### src/rtl/rxaf_pkg.sv
package rxaf_pkg;

   typedef enum logic [2:0] {
      KIND_REJECT  = 3'd0,
      KIND_UCAST   = 3'd1,
      KIND_MCAST   = 3'd2,
      KIND_BCAST   = 3'd3,
      KIND_PROMISC = 3'd4
   } match_kind_e;

   // configuration register offsets
   localparam int REG_CLASS        = 0;
   localparam int REG_UC_SET       = 1;
   localparam int REG_UC_CLR       = 2;
   localparam int REG_HASH_LO      = 3;
   localparam int REG_HASH_HI      = 4;
   localparam int REG_STA_HI       = 5;
   localparam int REG_STA_MID      = 6;
   localparam int REG_STA_LOW_BASE = 8;

   // class word field positions
   localparam int PROM_EN_BIT  = 21;
   localparam int PROM_CH_LSB  = 16;
   localparam int BCAST_EN_BIT = 13;
   localparam int BCAST_CH_LSB = 8;
   localparam int MCAST_EN_BIT = 5;
   localparam int MCAST_CH_LSB = 0;

   typedef struct packed {
      logic       prom_en;
      logic [2:0] prom_ch;
      logic       bc_en;
      logic [2:0] bc_ch;
      logic       mc_en;
      logic [2:0] mc_ch;
   } class_cfg_t;

endpackage

### src/rtl/rxaf_cfg_regs.sv
module rxaf_cfg_regs
   import rxaf_pkg::*;
#(
   parameter int NUM_CHAN = 8,
   parameter int CFG_AW   = 4,
   parameter int DATA_W   = 32
) (
   input  logic                       clk,
   input  logic                       rst_n,
   input  logic                       cfg_we,
   input  logic [CFG_AW-1:0]          cfg_addr,
   input  logic [DATA_W-1:0]          cfg_wdata,
   output class_cfg_t                 cls,
   output logic [NUM_CHAN-1:0]        uc_mask,
   output logic [2*DATA_W-1:0]        hash_tbl,
   output logic [DATA_W-1:0]          sta_hi,
   output logic [7:0]                 sta_mid,
   output logic [NUM_CHAN-1:0][7:0]   sta_low
);

   logic [DATA_W-1:0] hash_lo_q, hash_hi_q;

   function automatic logic hit(input int off);
      return cfg_we && (cfg_addr == CFG_AW'(off));
   endfunction

   always_ff @(posedge clk) begin
      if (!rst_n) begin
         cls       <= '0;
         uc_mask   <= '0;
         hash_lo_q <= '0;
         hash_hi_q <= '0;
         sta_hi    <= '0;
         sta_mid   <= '0;
      end else begin
         if (hit(REG_CLASS)) begin
            cls.prom_en <= cfg_wdata[PROM_EN_BIT];
            cls.prom_ch <= cfg_wdata[PROM_CH_LSB +: 3];
            cls.bc_en   <= cfg_wdata[BCAST_EN_BIT];
            cls.bc_ch   <= cfg_wdata[BCAST_CH_LSB +: 3];
            cls.mc_en   <= cfg_wdata[MCAST_EN_BIT];
            cls.mc_ch   <= cfg_wdata[MCAST_CH_LSB +: 3];
         end
         if (hit(REG_UC_SET))
            uc_mask <= uc_mask | cfg_wdata[NUM_CHAN-1:0];
         else if (hit(REG_UC_CLR))
            uc_mask <= uc_mask & ~cfg_wdata[NUM_CHAN-1:0];
         if (hit(REG_HASH_LO)) hash_lo_q <= cfg_wdata;
         if (hit(REG_HASH_HI)) hash_hi_q <= cfg_wdata;
         if (hit(REG_STA_HI))  sta_hi    <= cfg_wdata;
         if (hit(REG_STA_MID)) sta_mid   <= cfg_wdata[7:0];
      end
   end

   // one low-byte register per channel
   for (genvar c = 0; c < NUM_CHAN; c++) begin : g_low
      always_ff @(posedge clk) begin
         if (!rst_n)
            sta_low[c] <= '0;
         else if (hit(REG_STA_LOW_BASE + c))
            sta_low[c] <= cfg_wdata[7:0];
      end
   end

   assign hash_tbl = {hash_hi_q, hash_lo_q};

endmodule

### src/rtl/rxaf_hash_fold.sv
module rxaf_hash_fold #(
   parameter int ADDR_BITS = 48,
   parameter int HASH_BITS = 6
) (
   input  logic [ADDR_BITS-1:0] addr,
   output logic [HASH_BITS-1:0] hash
);

   localparam int FOLDS = (ADDR_BITS + HASH_BITS - 1) / HASH_BITS;

   for (genvar i = 0; i < HASH_BITS; i++) begin : g_bit
      logic [FOLDS-1:0] taps;
      for (genvar k = 0; k < FOLDS; k++) begin : g_tap
         if (i + k*HASH_BITS < ADDR_BITS) begin : g_in
            assign taps[k] = addr[i + k*HASH_BITS];
         end else begin : g_pad
            assign taps[k] = 1'b0;
         end
      end
      assign hash[i] = ^taps;
   end

endmodule

### src/rtl/rxaf_ucast_match.sv
module rxaf_ucast_match #(
   parameter int NUM_CHAN = 8,
   parameter int DATA_W   = 32,
   localparam int CH_W    = $clog2(NUM_CHAN)
) (
   input  logic [47:0]               addr,
   input  logic [NUM_CHAN-1:0]       uc_mask,
   input  logic [DATA_W-1:0]         sta_hi,
   input  logic [7:0]                sta_mid,
   input  logic [NUM_CHAN-1:0][7:0]  sta_low,
   output logic                      uc_hit,
   output logic [CH_W-1:0]           uc_ch
);

   logic                upper_eq;
   logic [NUM_CHAN-1:0] chan_hit;

   // bytes 0..4 are shared by every channel
   assign upper_eq = !addr[0] && (addr[39:0] == {sta_mid, sta_hi});

   for (genvar c = 0; c < NUM_CHAN; c++) begin : g_ch
      assign chan_hit[c] = uc_mask[c] && upper_eq && (addr[47:40] == sta_low[c]);
   end

   always_comb begin
      uc_hit = |chan_hit;
      uc_ch  = '0;
      for (int c = NUM_CHAN-1; c >= 0; c--)
         if (chan_hit[c]) uc_ch = CH_W'(c);
   end

endmodule

### src/rtl/rxaf_decide.sv
module rxaf_decide
   import rxaf_pkg::*;
#(
   parameter int HASH_BITS = 6,
   parameter int CH_W      = 3,
   localparam int TBL_W    = 2**HASH_BITS
) (
   input  logic                 clk,
   input  logic                 rst_n,
   input  logic                 da_valid,
   input  logic [47:0]          da,
   input  class_cfg_t           cls,
   input  logic [TBL_W-1:0]     hash_tbl,
   input  logic [HASH_BITS-1:0] hash,
   input  logic                 uc_hit,
   input  logic [CH_W-1:0]      uc_ch,
   output logic                 res_valid,
   output logic                 res_accept,
   output logic [2:0]           res_chan,
   output match_kind_e          res_kind
);

   logic        all_ones, nxt_acc;
   logic [2:0]  nxt_ch;
   match_kind_e nxt_kind;

   assign all_ones = &da;

   always_comb begin
      nxt_acc  = 1'b0;
      nxt_ch   = '0;
      nxt_kind = KIND_REJECT;
      if (cls.prom_en) begin
         nxt_acc  = 1'b1;
         nxt_ch   = cls.prom_ch;
         nxt_kind = KIND_PROMISC;
      end else if (all_ones) begin
         if (cls.bc_en) begin
            nxt_acc  = 1'b1;
            nxt_ch   = cls.bc_ch;
            nxt_kind = KIND_BCAST;
         end
      end else if (da[0]) begin
         if (cls.mc_en && hash_tbl[hash]) begin
            nxt_acc  = 1'b1;
            nxt_ch   = cls.mc_ch;
            nxt_kind = KIND_MCAST;
         end
      end else if (uc_hit) begin
         nxt_acc  = 1'b1;
         nxt_ch   = 3'(uc_ch);
         nxt_kind = KIND_UCAST;
      end
   end

   always_ff @(posedge clk) begin
      if (!rst_n) begin
         res_valid  <= 1'b0;
         res_accept <= 1'b0;
         res_chan   <= '0;
         res_kind   <= KIND_REJECT;
      end else begin
         res_valid  <= da_valid;
         res_accept <= da_valid && nxt_acc;
         res_chan   <= da_valid ? nxt_ch : 3'd0;
         res_kind   <= da_valid ? nxt_kind : KIND_REJECT;
      end
   end

endmodule

### src/rtl/eth_rx_addr_filter.sv
module eth_rx_addr_filter
   import rxaf_pkg::*;
#(
   parameter int NUM_CHAN  = 8,
   parameter int HASH_BITS = 6,
   parameter int CFG_AW    = 4,
   parameter int DATA_W    = 32,
   parameter int ADDR_BITS = 48
) (
   input  logic                 clk,
   input  logic                 rst_n,
   input  logic                 cfg_we,
   input  logic [CFG_AW-1:0]    cfg_addr,
   input  logic [DATA_W-1:0]    cfg_wdata,
   input  logic                 da_valid,
   input  logic [ADDR_BITS-1:0] da,
   output logic                 res_valid,
   output logic                 res_accept,
   output logic [2:0]           res_chan,
   output logic [2:0]           res_kind
);

   localparam int CH_W  = $clog2(NUM_CHAN);
   localparam int TBL_W = 2**HASH_BITS;

   if (NUM_CHAN < 2 || NUM_CHAN > 8) begin : g_bad_chan
      $error("NUM_CHAN must be 2..8 to fit the 3-bit channel fields");
   end
   if (ADDR_BITS != 48 || DATA_W != 32) begin : g_bad_width
      $error("station layout needs a 48-bit address and 32-bit registers");
   end
   if (TBL_W != 2*DATA_W) begin : g_bad_hash
      $error("hash table must span exactly two register words");
   end
   if (REG_STA_LOW_BASE + NUM_CHAN > 2**CFG_AW) begin : g_bad_aw
      $error("CFG_AW too small for per-channel station registers");
   end

   class_cfg_t                cfg_class;
   logic [NUM_CHAN-1:0]       uc_mask;
   logic [TBL_W-1:0]          hash_tbl;
   logic [DATA_W-1:0]         sta_hi;
   logic [7:0]                sta_mid;
   logic [NUM_CHAN-1:0][7:0]  sta_low;
   logic [HASH_BITS-1:0]      hash;
   logic                      uc_hit;
   logic [CH_W-1:0]           uc_ch;
   match_kind_e               kind_q;

   rxaf_cfg_regs #(.NUM_CHAN(NUM_CHAN), .CFG_AW(CFG_AW), .DATA_W(DATA_W)) u_cfg (
      .clk(clk), .rst_n(rst_n), .cfg_we(cfg_we), .cfg_addr(cfg_addr),
      .cfg_wdata(cfg_wdata), .cls(cfg_class), .uc_mask(uc_mask),
      .hash_tbl(hash_tbl), .sta_hi(sta_hi), .sta_mid(sta_mid), .sta_low(sta_low)
   );

   rxaf_hash_fold #(.ADDR_BITS(ADDR_BITS), .HASH_BITS(HASH_BITS)) u_hash (
      .addr(da), .hash(hash)
   );

   rxaf_ucast_match #(.NUM_CHAN(NUM_CHAN), .DATA_W(DATA_W)) u_uc (
      .addr(da), .uc_mask(uc_mask), .sta_hi(sta_hi), .sta_mid(sta_mid),
      .sta_low(sta_low), .uc_hit(uc_hit), .uc_ch(uc_ch)
   );

   rxaf_decide #(.HASH_BITS(HASH_BITS), .CH_W(CH_W)) u_dec (
      .clk(clk), .rst_n(rst_n), .da_valid(da_valid), .da(da), .cls(cfg_class),
      .hash_tbl(hash_tbl), .hash(hash), .uc_hit(uc_hit), .uc_ch(uc_ch),
      .res_valid(res_valid), .res_accept(res_accept), .res_chan(res_chan),
      .res_kind(kind_q)
   );

   assign res_kind = kind_q;

endmodule

### config.mk
export PLATFORM = sky130hd
export DESIGN_NAME = eth_rx_addr_filter
export DESIGN_NICKNAME = d
export VERILOG_FILES = /design/src/rtl/rxaf_pkg.sv /design/src/rtl/rxaf_cfg_regs.sv /design/src/rtl/rxaf_hash_fold.sv /design/src/rtl/rxaf_ucast_match.sv /design/src/rtl/rxaf_decide.sv /design/src/rtl/eth_rx_addr_filter.sv
export SDC_FILE = /design/constraint.sdc
export NUM_CORES = 1
export LEC_CHECK = 0
export BUFFER_PORTS_ARGS = -buffer_cell sky130_fd_sc_hd__buf_2
export CORE_ASPECT_RATIO = 1.5
export CORE_UTILIZATION = 41
export DETAILED_ROUTE_END_ITERATION = 10
export GPL_TIMING_DRIVEN = 0
export SLEW_MARGIN = 20
export SYNTH_ARGS = -nofsm -noshare
export SYNTH_HDL_FRONTEND = slang
export SYNTH_SLANG_ARGS = --single-unit
### constraint.sdc
create_clock -name clk -period 5.75 [get_ports clk]
set_clock_uncertainty 0.15 [all_clocks]
set_input_delay 0 -clock clk [delete_from_list [all_inputs] [get_ports clk]]
set_output_delay 0 -clock clk [all_outputs]
set_load 0.005 [all_outputs]
======== Word level (Yosys, flattened, before mapping) ========
Cells that the tools add are included.
storage, ports and cells
  flip-flop bits (word level) ............. 196
  bits of input ports ..................... 88
  output and inout port bits .............. 8
  word-level logic and storage cells ...... 130
operators by class
  magnitude comparators ................... 1
  equal/unequal tests ..................... 23
  mux-type cells .......................... 30
  bitwise operators ....................... 5
  reductions and logical operators ........ 47
operator list
  operator              count
  $eq A8 B8 Y1          8
  $mux W3               17
  $reduce_and A48 Y1    1
  $reduce_xor A8 Y1     6
  $eq A40 B40 Y1        1
  $logic_and A1 B1 Y1   34
  $eq A4 B4 Y1 const B  8
  $mux W8               2
  $eq A4 B3 Y1 const B  3
  $and A8 B8 Y8         1
  $eq A4 B2 Y1 const B  2
  $mux W1               8
  $not A8 Y8            1
  $or A8 B8 Y8          1
  $reduce_or A8 Y1      1
  $lt A6 B7 Y1 const B  1
  $bmux W1 S6           1
  $eq A4 B1 Y1 const B  1
  $logic_not A4 Y1      1
  $mux W2               2
  $reduce_or A3 Y1      1
  $not A1 Y1            2
  $reduce_and A2 Y1     1
  $reduce_bool A2 Y1    1
  $logic_not A1 Y1      1

======== Longest topological paths before layout ========
  word-level depth ........................ 16
  depth in mapped cells ................... 12

======== Cells and area by module ========
Synthesis repeated with hierarchy kept, for this count alone.
unflattened totals
  cells, all modules ...................... 984
  area total of the unflattened synthesis .. 9,615.5 sq um
by module, submodules not included
  module            times used  cells an instance  area each (sq um)
  rxaf_cfg_regs     1           675                6,852.8
  rxaf_ucast_match  1           171                1,298.7
  rxaf_decide       1           96                 1,096.1
  rxaf_hash_fold    1           42                 367.9

======== Worst setup path before layout ========
No wires, ideal clock.
  path type ............................... input to register
  start ................................... input port da[44]
  end ..................................... register u_dec.res_kind[1]
  data arrival time ....................... 2,277 ps
  data required time ...................... 5,512 ps
  setup slack ............................. 3,234 ps
  cell stages on the path ................. 11
  buffers on the path ..................... 2
  cell sequence ........................... buf_6 -> xor2_2 -> xnor2_2 -> xnor2_4 -> buf_12 -> mux2i_1 -> a22oi_1 -> o21ai_1 -> mux4_2 -> or3_4 -> a311oi_2
between the ends
  cells in the longest elaborated chain, start to end .. 7
ends and longest elaborated chain
  element                        line                      RTL
  start, declared                eth_rx_addr_filter.sv:16  input logic [ADDR_BITS-1:0] da,
  $reduce_xor A8 Y1              rxaf_hash_fold.sv:20      assign hash[i] = ^taps;
  $bmux W1 S6                    rxaf_decide.sv:44         if (cls.mc_en && hash_tbl[hash]) begin
  $mux W1 (not written as such)  rxaf_decide.sv:44
  $logic_and A1 B1 Y1            rxaf_decide.sv:44
  $mux W2                        rxaf_decide.sv:44
  $mux W3                        rxaf_decide.sv:43         end else if (da[0]) begin
  $mux W3 *                      rxaf_decide.sv:37         end else if (all_ones) begin
  end signal, assigned           rxaf_decide.sv:66         res_kind <= da_valid ? nxt_kind : KIND_REJECT;
  end, declared                  rxaf_decide.sv:20         output match_kind_e res_kind
Every way passes the cells marked *; elsewhere a longest branch is shown, timed or not. The select of a mux whose other input is x is not followed.
A chain may end at the register's enable or synchronous reset.

======== Worst setup path in the final report ========
  start ................................... input port da[0]
  end ..................................... register u_dec.res_kind[1]
Same word-level chain as after synthesis.

==> results.json <==
{
  "status": "finished clean",
  "tightest_slew_ps": 1035,
  "syn_area_per_cell_sq_um": 8.973,
  "async_flop_share_pct": 0,
  "yosys.area_share.simple_pct": 20.21,
  "vdd.ir_drop.worst_mv": 0.2095,
  "critical_path_class": "in2reg",
  "dp_slack_ps": 2462,
  "via_per_inst": 5.128,
  "synth_top_cells_by_area": "dfxtp_1, mux2i_1, nand2_1, a21boi_0, xnor2_1",
  "max_clock_freq_mhz": 326.7,
  "gp_congestion": 0.8806,
  "min_path_type": "in2reg",
  "synth_top_family_by_area": "simple AND/OR/NAND/NOR gates",
  "syn_to_final_growth_pct": 18.19,
  "routed-via-count": 8005,
  "final_common_cell": "nand2_1",
  "grt_first_pass_wirelength_mm": 45.40,
  "grt_pass1_vias": 8106,
  "drc": 0,
  "cts_root_buf": "clkbuf_16",
  "fin_cells": 1561,
  "finalWirelength_mm": 29.33,
  "finalCritPeriodShare_pct": 53.23,
  "h-tree-depth": 4,
  "rows": 68,
  "cts_tree": "built",
  "antenna_found_initial": 0,
  "grt_max_degree": 20,
  "crit_path_top_delay_cell": "a211oi_1",
  "synth.lib_cells_used.distinct": 46,
  "hold_viol_final": 0,
  "regArea_sq_mm": 0.003924,
  "p_switching_w": 0.0009285,
  "drv_cap": 0,
  "die-area_sq_mm": 0.02451,
  "power_w": 0.003123,
  "r2r_slack_ps": 3050,
  "synth.net_count": 1179,
  "detail_route.first_pass.iterations": 4,
  "synth_mux_area_share_pct": 11.54,
  "multi_input_area_sq_mm": 0.005554,
  "cp-end-kind": "flop",
  "crit_fanout": 9,
  "required_ps": 5940,
  "cpMostUsedCell": "nor2_1",
  "clkLatencyLatePin_ps": 450,
  "p_per_area_mw_per_mm2": 269.9,
  "hold_depth": 6,
  "setup-tns-final_ps": 0,
  "final_util_pct": 49.81,
  "slew_viol_final": 0,
  "yosys_warnings": 0,
  "reg2reg_depth": 9,
  "swShare_pct": 29.73,
  "cp_top_family": "compound AO/OA/AOI/OAI gates",
  "ios": 96,
  "fin_crit_ps": 3061,
  "detail_route.iter0.violations": 472,
  "wl_per_cell_microns": 18.79,
  "synth_fa_ha_area_share_pct": 0,
  "synth-compound-area-share_pct": 11.53,
  "die_y_microns": 191.3,
  "r2r-end": "u_dec.res_chan[0]$_SDFF_PN0_",
  "grt_usage_pct": 24.94,
  "internal_power_w": 0.002194,
  "synth_area_sq_mm": 0.009789,
  "hold_path_startpoint": "cfg_addr[2]",
  "overflow": 0,
  "clk_path_buf_depth": 2,
  "start_util_pct": 42.15,
  "p_comb_share_pct": 18.1,
  "fin_nets": 1321,
  "pwr-share-seq_pct": 44.3,
  "finalSetupViolCount": 0,
  "cts_sinks": 196,
  "port_buffers": 85,
  "hold_end": "u_cfg.cls[11]$_SDFFE_PN0P_",
  "cts_setup_buffers": 0,
  "r2r-start": "u_cfg.sta_low[29]$_SDFFE_PN0P_",
  "synthCells": 1091,
  "synth_edf_count": 0,
  "dieWidth_microns": 128.2,
  "path_cells": "dlygate4sd3_1, buf_2, xor2_2, xnor2_2, xnor2_4, nor2_1, a22oi_1, a21oi_1, a211oi_1, nor2_1, a311oi_2",
  "leakage_nw": 4.010,
  "synth_top_area_share_pct": 40.08,
  "setup_ws_ps": 2689,
  "nFillCells": 2257,
  "numCtsBuffers": 17,
  "worstPathArrival_ps": 3260,
  "synth-xor-area-share_pct": 13.39,
  "grt_setup_unrepaired": "no",
  "path_buf_inv": 2,
  "relSlewSlack_pct": 30.99,
  "dp.cells": 1491,
  "diodes": 0,
  "yosysSeqAreaShare_pct": 40.08,
  "synth-seq-cells": 196,
  "start_kind": "input pin",
  "mostFrequentLayoutCells": "nand2_1, dfxtp_1, a21boi_0",
  "hpwl_mm": 21.95,
  "clkPwrFrac_pct": 37.6,
  "slowest_delay_ps": 670,
  "synthFlopType": "dfxtp_1",
  "antenna_left": 0,
  "clk_pin_slew_ps": 80,
  "netlist.top_cell.by_area": "dfxtp_1",
  "core-area_sq_mm": 0.02323,
  "drive_above_1_share_pct": 11.00
}
==> cell usage after synthesis (all sizes together) (2+ instances only) <==
library cell,instances
dfxtp,196
o21ai,4
o31ai,2
inv,7
nand2,242
nor4,15
o221ai,3
a22oi,9
a211oi,2
buf,6
and3,2
a21boi,116
nand2b,3
nand4,27
or3,3
nand3,15
a21oi,11
mux4,6
xnor2,92
xor2,50
and2,3
nor2,16
nand3b,3
nor2b,75
a221o,2
mux2i,99
clkbuf,61
nor4b,2
nor3,11
==> logic make-up (layout without fill, tap and decap cells) <==
group,after synthesis,after routing
AO/OA/AOI/OAI,153,153
XOR/XNOR,142,142
buffers and inverters,74,229
flip-flops,196,196
multiplexers,105,105
AND/OR/NAND/NOR,421,421
==> layout make-up <==
cell class                 count  share of cell area [%]
sequential                   196                   33.91
multi-input combinational    821                   48.00
tap                          315                   3.407
clock inverter                14                   1.254
buffer                        67                   2.520
timing repair buffer         123                   6.964
clock buffer                  18                   3.709
inverter                       7                  0.2271
==> registers in the layout, summed over array words and instances, names as in the netlist, named ones only <==
signal,count
u_dec.res_kind,3
u_dec.res_chan,3
u_cfg.sta_mid,8
u_cfg.sta_hi,32
u_dec.res_accept,1
u_cfg.cls,12
u_cfg.hash_lo_q,32
u_cfg.sta_low,64
u_dec.res_valid,1
u_cfg.hash_hi_q,32
==> worst max-delay path by stage <==
stage	to	depth (start not counted)	slack (ps)	from
finish	u_dec.res_kind[1]$_SDFF_PP0_	11	2690	da[0]
global placement	u_dec.res_kind[1]$_SDFF_PP0_	12	2450	da[44]
floorplan	u_dec.res_kind[1]$_SDFF_PP0_	11	3230	da[44]
global route	u_dec.res_kind[1]$_SDFF_PP0_	11	2580	da[0]
CTS	u_dec.res_kind[1]$_SDFF_PP0_	11	2700	da[0]
detailed placement	u_dec.res_kind[1]$_SDFF_PP0_	11	2460	da[44]
==> worst min-delay path, cell delays in order <==
cell and delay, ps:
buf_2 150, nor2_1 70, nand2_1 110, nor3_1 100, nand2_1 70, a21boi_0 70
==> stage by stage <==
stage / cell area [sq um] / hold slack, ps
3_5_place_dp: 10620 / 140.9
2_1_floorplan: 9789 / -5.084
6_report: 11570 / 30.60
4_1_cts: 11570 / 6.701
3_3_place_gp: 10610 / 137.8
5_1_grt: 11570 / 79.65
==> what timing repair did <==
| item | 4_1_cts | 5_1_grt |
|---|---|---|
| endpoints found under the hold margin | 133 | 0 |
| hold buffers | 38 | 0 |
| gates resized for setup | 0 | 0 |
==> layer usage <==
metal	wire, microns	GRT usage [%]
met4	682	8.100
met5	0	0
met3	835	3.247
met1	11750	26.59
met2	16060	49.44
==> power groups by stage <==
stage	combinational, W	sequential [W]	clock, W
5_1_grt	0.000595	0.00139	0.00125
4_1_cts	0.000566	0.00138	0.00119
6_report	0.000566	0.00138	0.00117
3_3_place_gp	0.000544	0.00141	0
2_1_floorplan	0.000359	0.00141	0
3_5_place_dp	0.000546	0.00142	0
Power figures use the tool's default switching activity.
